### config.mk
export PLATFORM = sky130hd
export DESIGN_NAME = alu_flags_unit
export DESIGN_NICKNAME = d
export VERILOG_FILES = /design/src/rtl/alu_pkg.sv /design/src/rtl/alu_addsub.sv /design/src/rtl/alu_bitwise.sv /design/src/rtl/alu_shifter.sv /design/src/rtl/alu_flags_unit.sv
export SDC_FILE = /design/constraint.sdc
export NUM_CORES = 1
export LEC_CHECK = 0
export ABC_AREA = 1
export ABC_CLOCK_PERIOD_IN_PS = 11160
export BUFFER_PORTS_ARGS = -buffer_cell sky130_fd_sc_hd__buf_4
export CAP_MARGIN = 20
export CORE_MARGIN = 10
export CORE_UTILIZATION = 60
export DETAILED_ROUTE_END_ITERATION = 8
export PLACE_DENSITY = 0.87
export SLEW_MARGIN = 20
export SYNTH_ARGS = -nofsm -noshare
export SYNTH_HDL_FRONTEND = slang
export SYNTH_SLANG_ARGS = --single-unit
### constraint.sdc
create_clock -name vclk -period 11.16
set_clock_uncertainty 0.05 [all_clocks]
set_input_delay 2.232 -clock vclk [all_inputs]
set_output_delay 2.232 -clock vclk [all_outputs]
set_load 0.03 [all_outputs]
### src/rtl/alu_pkg.sv
package alu_pkg;

    typedef enum logic [3:0] {
        OP_ADD  = 4'd0,
        OP_SUB  = 4'd1,
        OP_AND  = 4'd2,
        OP_OR   = 4'd3,
        OP_XOR  = 4'd4,
        OP_NOT  = 4'd5,
        OP_NEG  = 4'd6,
        OP_INC  = 4'd7,
        OP_DEC  = 4'd8,
        OP_SHL  = 4'd9,
        OP_SHR  = 4'd10,
        OP_CMP  = 4'd11,
        OP_TEST = 4'd12
    } alu_op_e;

    typedef enum logic [2:0] {
        AR_ADD,
        AR_SUB,
        AR_NEG,
        AR_INC,
        AR_DEC
    } arith_mode_e;

    typedef enum logic [1:0] {
        BW_AND,
        BW_OR,
        BW_XOR,
        BW_NOT
    } bitw_mode_e;

    typedef enum logic [1:0] {
        SRC_NONE,
        SRC_ARITH,
        SRC_BITW,
        SRC_SHIFT
    } res_src_e;

    typedef enum logic [1:0] {
        CR_KEEP,
        CR_ARITH,
        CR_SHIFT
    } carry_rule_e;

    localparam int FLG_Z    = 0;
    localparam int FLG_N    = 1;
    localparam int FLG_C    = 2;
    localparam int FLG_V    = 3;
    localparam int FLG_I    = 4;
    localparam int FLG_LIVE = 5;

endpackage

### src/rtl/alu_addsub.sv
module alu_addsub
    import alu_pkg::*;
#(
    parameter int DATA_W = 16
) (
    input  logic [DATA_W-1:0] a,
    input  logic [DATA_W-1:0] b,
    input  arith_mode_e       mode,
    output logic [DATA_W-1:0] sum,
    output logic              c_flag,
    output logic              v_flag
);

    localparam int MSB = DATA_W - 1;

    logic [DATA_W-1:0] x_op;
    logic [DATA_W-1:0] y_op;
    logic              cin;
    logic [DATA_W:0]   wide;

    // Operand shaping: every mode becomes x + y + cin
    always_comb begin
        x_op = a;
        y_op = b;
        cin  = 1'b0;
        unique case (mode)
            AR_ADD: begin x_op = a;  y_op = b;   cin = 1'b0; end
            AR_SUB: begin x_op = a;  y_op = ~b;  cin = 1'b1; end
            AR_NEG: begin x_op = '0; y_op = ~a;  cin = 1'b1; end
            AR_INC: begin x_op = a;  y_op = '0;  cin = 1'b1; end
            AR_DEC: begin x_op = a;  y_op = '1;  cin = 1'b0; end
            default: begin x_op = a; y_op = b;   cin = 1'b0; end
        endcase
    end

    assign wide = {1'b0, x_op} + {1'b0, y_op} + {{DATA_W{1'b0}}, cin};
    assign sum  = wide[DATA_W-1:0];

    // Addition reports carry; subtraction forms report borrow
    assign c_flag = (mode == AR_ADD) ? wide[DATA_W] : ~wide[DATA_W];
    assign v_flag = (x_op[MSB] ^ sum[MSB]) & (y_op[MSB] ^ sum[MSB]);

endmodule

### src/rtl/alu_bitwise.sv
module alu_bitwise
    import alu_pkg::*;
#(
    parameter int DATA_W = 16
) (
    input  logic [DATA_W-1:0] a,
    input  logic [DATA_W-1:0] b,
    input  bitw_mode_e        mode,
    output logic [DATA_W-1:0] y
);

    for (genvar g = 0; g < DATA_W; g++) begin : g_bit
        always_comb begin
            unique case (mode)
                BW_AND:  y[g] = a[g] & b[g];
                BW_OR:   y[g] = a[g] | b[g];
                BW_XOR:  y[g] = a[g] ^ b[g];
                BW_NOT:  y[g] = ~a[g];
                default: y[g] = 1'b0;
            endcase
        end
    end

endmodule

### src/rtl/alu_shifter.sv
module alu_shifter #(
    parameter int DATA_W = 16,
    parameter int SH_W   = $clog2(DATA_W)
) (
    input  logic [DATA_W-1:0] a,
    input  logic [SH_W-1:0]   amt,
    input  logic              go_left,
    output logic [DATA_W-1:0] y,
    output logic              c_last,
    output logic              active
);

    logic [DATA_W:0] l_ext;
    logic [DATA_W:0] r_ext;

    // One spare bit beside the operand catches the last bit moved out
    assign l_ext  = {1'b0, a} << amt;
    assign r_ext  = {a, 1'b0} >> amt;
    assign active = (amt != '0);

    always_comb begin
        if (!active) begin
            y      = a;
            c_last = 1'b0;
        end else if (go_left) begin
            y      = l_ext[DATA_W-1:0];
            c_last = l_ext[DATA_W];
        end else begin
            y      = r_ext[DATA_W:1];
            c_last = r_ext[0];
        end
    end

endmodule

### src/rtl/alu_flags_unit.sv
module alu_flags_unit
    import alu_pkg::*;
#(
    parameter int DATA_W = 16,
    parameter int FLAG_W = 16,
    parameter int OP_W   = 4
) (
    input  logic [OP_W-1:0]   op_sel,
    input  logic [DATA_W-1:0] opnd_a,
    input  logic [DATA_W-1:0] opnd_b,
    input  logic [DATA_W-1:0] imm_val,
    input  logic [FLAG_W-1:0] flags_in,
    output logic [DATA_W-1:0] result,
    output logic [FLAG_W-1:0] flags_out,
    output logic              wr_en
);

    localparam int SH_W = $clog2(DATA_W);
    localparam int MSB  = DATA_W - 1;

    // Decode controls
    res_src_e    src;
    arith_mode_e ar_mode;
    bitw_mode_e  bw_mode;
    logic        go_left;
    logic        wr_d;
    logic        upd_zn;
    carry_rule_e c_rule;
    logic        upd_v;

    // Unit outputs
    logic [DATA_W-1:0] ar_sum;
    logic              ar_c;
    logic              ar_v;
    logic [DATA_W-1:0] bw_y;
    logic [DATA_W-1:0] sh_y;
    logic              sh_c;
    logic              sh_active;

    alu_addsub #(.DATA_W(DATA_W)) u_addsub (
        .a      (opnd_a),
        .b      (opnd_b),
        .mode   (ar_mode),
        .sum    (ar_sum),
        .c_flag (ar_c),
        .v_flag (ar_v)
    );

    alu_bitwise #(.DATA_W(DATA_W)) u_bitwise (
        .a    (opnd_a),
        .b    (opnd_b),
        .mode (bw_mode),
        .y    (bw_y)
    );

    alu_shifter #(.DATA_W(DATA_W), .SH_W(SH_W)) u_shifter (
        .a       (opnd_a),
        .amt     (imm_val[SH_W-1:0]),
        .go_left (go_left),
        .y       (sh_y),
        .c_last  (sh_c),
        .active  (sh_active)
    );

    // Decode: operation code to source and flag rules
    always_comb begin
        src     = SRC_NONE;
        ar_mode = AR_ADD;
        bw_mode = BW_AND;
        go_left = 1'b0;
        wr_d    = 1'b1;
        upd_zn  = 1'b1;
        c_rule  = CR_KEEP;
        upd_v   = 1'b0;
        unique case (alu_op_e'(op_sel))
            OP_ADD:  begin src = SRC_ARITH; ar_mode = AR_ADD; c_rule = CR_ARITH; upd_v = 1'b1; end
            OP_SUB:  begin src = SRC_ARITH; ar_mode = AR_SUB; c_rule = CR_ARITH; upd_v = 1'b1; end
            OP_CMP:  begin src = SRC_ARITH; ar_mode = AR_SUB; c_rule = CR_ARITH; upd_v = 1'b1;
                           wr_d = 1'b0; end
            OP_NEG:  begin src = SRC_ARITH; ar_mode = AR_NEG; c_rule = CR_ARITH; upd_v = 1'b1; end
            OP_INC:  begin src = SRC_ARITH; ar_mode = AR_INC; upd_v = 1'b1; end
            OP_DEC:  begin src = SRC_ARITH; ar_mode = AR_DEC; upd_v = 1'b1; end
            OP_AND:  begin src = SRC_BITW;  bw_mode = BW_AND; end
            OP_TEST: begin src = SRC_BITW;  bw_mode = BW_AND; wr_d = 1'b0; end
            OP_OR:   begin src = SRC_BITW;  bw_mode = BW_OR;  end
            OP_XOR:  begin src = SRC_BITW;  bw_mode = BW_XOR; end
            OP_NOT:  begin src = SRC_BITW;  bw_mode = BW_NOT; end
            OP_SHL:  begin src = SRC_SHIFT; go_left = 1'b1;
                           upd_zn = sh_active; c_rule = sh_active ? CR_SHIFT : CR_KEEP; end
            OP_SHR:  begin src = SRC_SHIFT; go_left = 1'b0;
                           upd_zn = sh_active; c_rule = sh_active ? CR_SHIFT : CR_KEEP; end
            default: begin src = SRC_NONE;  wr_d = 1'b0; upd_zn = 1'b0; end
        endcase
    end

    // Outputs: result mux and next flag register
    always_comb begin
        unique case (src)
            SRC_ARITH: result = ar_sum;
            SRC_BITW:  result = bw_y;
            SRC_SHIFT: result = sh_y;
            default:   result = '0;
        endcase

        flags_out        = '0;
        flags_out[FLG_I] = flags_in[FLG_I];
        flags_out[FLG_Z] = upd_zn ? (result == '0) : flags_in[FLG_Z];
        flags_out[FLG_N] = upd_zn ? result[MSB]    : flags_in[FLG_N];
        unique case (c_rule)
            CR_ARITH: flags_out[FLG_C] = ar_c;
            CR_SHIFT: flags_out[FLG_C] = sh_c;
            default:  flags_out[FLG_C] = flags_in[FLG_C];
        endcase
        flags_out[FLG_V] = upd_v ? ar_v : flags_in[FLG_V];

        wr_en = wr_d;
    end

endmodule

==> impl_summary.md <==
Status
The flow ran to the end, and the final reports show no timing, DRC or antenna violations.

Setup path
The library cell appearing most often on the critical path is nand2_1. The startpoint class of the critical path is an input port. The required time at the worst-slack endpoint is 8880 ps. The capturing element type of the critical path is an output pin. The critical setup path kind is input port to output pin. The slowest stage of the critical path belongs to the cell fa_1. Traced cell by cell, the critical path runs through buf_4, nor2_2, inv_1, o21ai_4, inv_4, o21ai_2, or2_1, o21ai_0, fa_1, fa_1, nand2_1, a21oi_1, xnor2_1, nor2_1, a21oi_1, nand2_1, nor2_1, nand2_1, nor2_1, nand3_1, nand2_1, buf_4. Along the worst path, the maximum fanout reaches 11. The maximum cell stage delay along the critical path is 530 ps. The data arrival time of the worst path is 6210 ps.

Finish
The flip-flop and latch count is 0. For this run, the post-layout net count is 1041. The final core utilization is 67.6%. The number of antenna cells inserted is 0. In the finished layout, the clock tree contains a buffer count of 0.

In the final layout, flip-flops and latches occupy 0 µm². The share of layout cells above drive strength 1 is 11.7%. The area overhead of the layout relative to synthesis is 8.67%.

Hold path
Along the worst hold path, the cell count comes to 0. The tightest min-delay check is of the input port to output pin type. For hold timing, the worst endpoint is flags_out[4]. The hold path startpoint is flags_in[4].

GRT
The first global-routing pass estimated 25800 µm of wire. The pin count of the biggest net entering global routing is 35. For this run, the total global-route usage over all layers was measured as 26.4%. The total global routing overflow is 0. The via count of the first global-routing pass is 5434. The number of antenna violations at the first check in global routing was 0.

Timing
Setup violations remaining at the end of the flow were counted as 0. The achievable clock frequency is 118 MHz. Measured against its own limit, the worst slew margin works out to 37.1%. The routed design could run at a clock period as short as 8500 ps. For the pin with the worst max-slew slack, the measured transition is 942 ps.

Setup repair after global routing left no endpoint under its margin. The final-report hold violation count is 0. Summed over all failing endpoints, the final setup total negative slack is 0 ps. The final-report max-slew violation count is 0. In the finished design, the share of the clock period the worst path needs comes to 76.1%.

Place
The final weighted congestion in routability-driven placement is 1.01. Detailed placement finished with a half-perimeter wire length of 12600 µm. The number of port buffers is 65.

Routing
The via total after detailed routing is 6130. Using the TritonRoute via totals, the vias-per-cell ratio works out to 6.02. The iteration-0 DRC count of the detailed router is 674. The first-pass detailed-route iteration total is 7. The detail-routed net length per standard cell is 15.7 µm. For this run, design rule violations remaining after detail routing come to 0. Once detail routing completed, the nets flagged for antenna violations numbered 0. The sum of routed wire length over all layers is 16000 µm.

Synth
During synthesis, Yosys emitted a total of 0 warnings. The cell type with the largest total area after synthesis is nand2_1. For this run, the register share of the synthesized area comes to 0%.

The synthesized design devotes to its leading area cell type 22.6% of total area. Each instance of the synthesized netlist takes up on average 5.10 µm². The cell area that synthesis handed to floorplanning was 4530 µm². The synthesized instance count is 888. The netlist uses 39 different library cells. By area the synthesized netlist is led by nand2_1, nand3_1, ha_1.

Die
The initial core utilization is 62.2%. The floorplan has 31 rows. The region available for standard cell placement spans 7290 µm². The die covers 11400 µm². The die outline width is 107 µm. The I/O pin count is 101. The chip height is 107 µm.

Power
For this design the ratio of total power to cell area is 63.5 nW/µm². The leakage power is 2.77 nW. The highest ir drop seen on vdd is 0.0000360 V.

Clocking
The count of cells resized by post-cts repair is 0. In this run, post-CTS hold repair placed 0 buffers. The buffers inserted during post-CTS setup optimization is 0.

Flow run
Max-cap violations in this run came to 0.
==> worst max path at each step <==
stage / slack [ps] / from / to
finish: 2660 / op_sel[2] / flags_out[0]
global route: 2260 / op_sel[2] / flags_out[0]
CTS: 2740 / op_sel[2] / flags_out[0]
detailed placement: 2770 / op_sel[2] / flags_out[0]
global placement: 2800 / op_sel[2] / flags_out[0]
floorplan: 3350 / op_sel[2] / flags_out[0]
==> kinds of logic (layout without fill, tap and decap cells) <==
| kind of cell | after synthesis | in the layout | synth area share [%] |
|---|---|---|---|
| compound gates | 92 | 92 | 12.4 |
| simple gates | 585 | 585 | 57.3 |
| buf+inv | 157 | 179 | 15.4 |
| fa+ha+maj | 51 | 51 | 14.4 |
| other cells | 1 | 11 | 0.0827 |
| xor+xnor | 2 | 2 | 0.386 |
==> Yosys cell counts <==
master / instances
a21boi_0: 2
a21oi_1: 38
a221oi_1: 8
a31oi_1: 1
a32oi_1: 2
and2_1: 3
buf_2: 13
buf_4: 13
buf_6: 5
clkbuf_1: 14
clkinv_1: 4
conb_1: 1
fa_1: 2
ha_1: 49
inv_1: 102
inv_2: 4
inv_4: 2
nand2_1: 273
nand2_2: 4
nand2_4: 1
nand3_1: 163
nand3_2: 1
nand3b_1: 8
nand4_1: 15
nor2_1: 79
nor2_2: 5
nor2_4: 3
nor3_1: 11
nor3_2: 1
o2111ai_1: 7
o211ai_1: 2
o21ai_0: 20
o21ai_1: 2
o21ai_2: 2
o21ai_4: 1
o22ai_1: 7
or2_1: 1
or2_2: 17
xnor2_1: 2
==> per-stage QoR <==
stage                     area (µm²)  hold slack [ps]  worst slack, ps  power, mW  instances
final                           4930             4410             2660      0.313       1019
after detailed placement        4930             4410             2770      0.305       1019
after global placement          4930             4410             2800      0.300       1019
after floorplan                 4570             4550             3350      0.224        898
after CTS                       4930             4410             2740      0.306       1019
after global routing            4930             4410             2260      0.347       1019
==> worst max-delay path: cells and delay by family <==
kind / cells / cell delay (ps)
fa+ha+maj: 2 / 950
simple gates: 10 / 1450
compound gates: 5 / 870
buf+inv: 4 / 550
xor+xnor: 1 / 150
==> metal layers <==
layer | vias to the layer above | wire, µm | track usage, %
met5 | - | 0 | 0
met4 | 0 | 682 | 11.2
met3 | 66 | 1880 | 3.89
met2 | 395 | 7420 | 44.5
met1 | 2702 | 6030 | 32.5
li1 | 2967 | - | -
==> final cells by class <==
| cell class | count | area [µm²] |
|---|---|---|
| inverters | 112 | 425 |
| multi-input cells | 741 | 3870 |
| repair buffers | 67 | 503 |
| well taps | 99 | 124 |
| fillers | 755 | 2370 |
==> where the power goes <==
part	internal [mW]	switching, mW	leakage, nW
registers	0	0	0
clock network	0	0	0
logic	0.105	0.208	2.77
total	0.105	0.208	2.77
==> placed cells by master (no fill, tap or decap), types with 3 or more instances in the layout <==
cell,n
a21oi_1,38
a221oi_1,8
and2_1,3
buf_4,67
clkinv_1,4
conb_1,11
ha_1,49
inv_1,102
inv_2,4
nand2_1,273
nand2_2,4
nand3_1,163
nand3b_1,8
nand4_1,15
nor2_1,79
nor2_2,5
nor2_4,3
nor3_1,11
o2111ai_1,7
o21ai_0,20
o22ai_1,7
or2_2,17
Note: power is estimated with default switching activity, not from simulation.
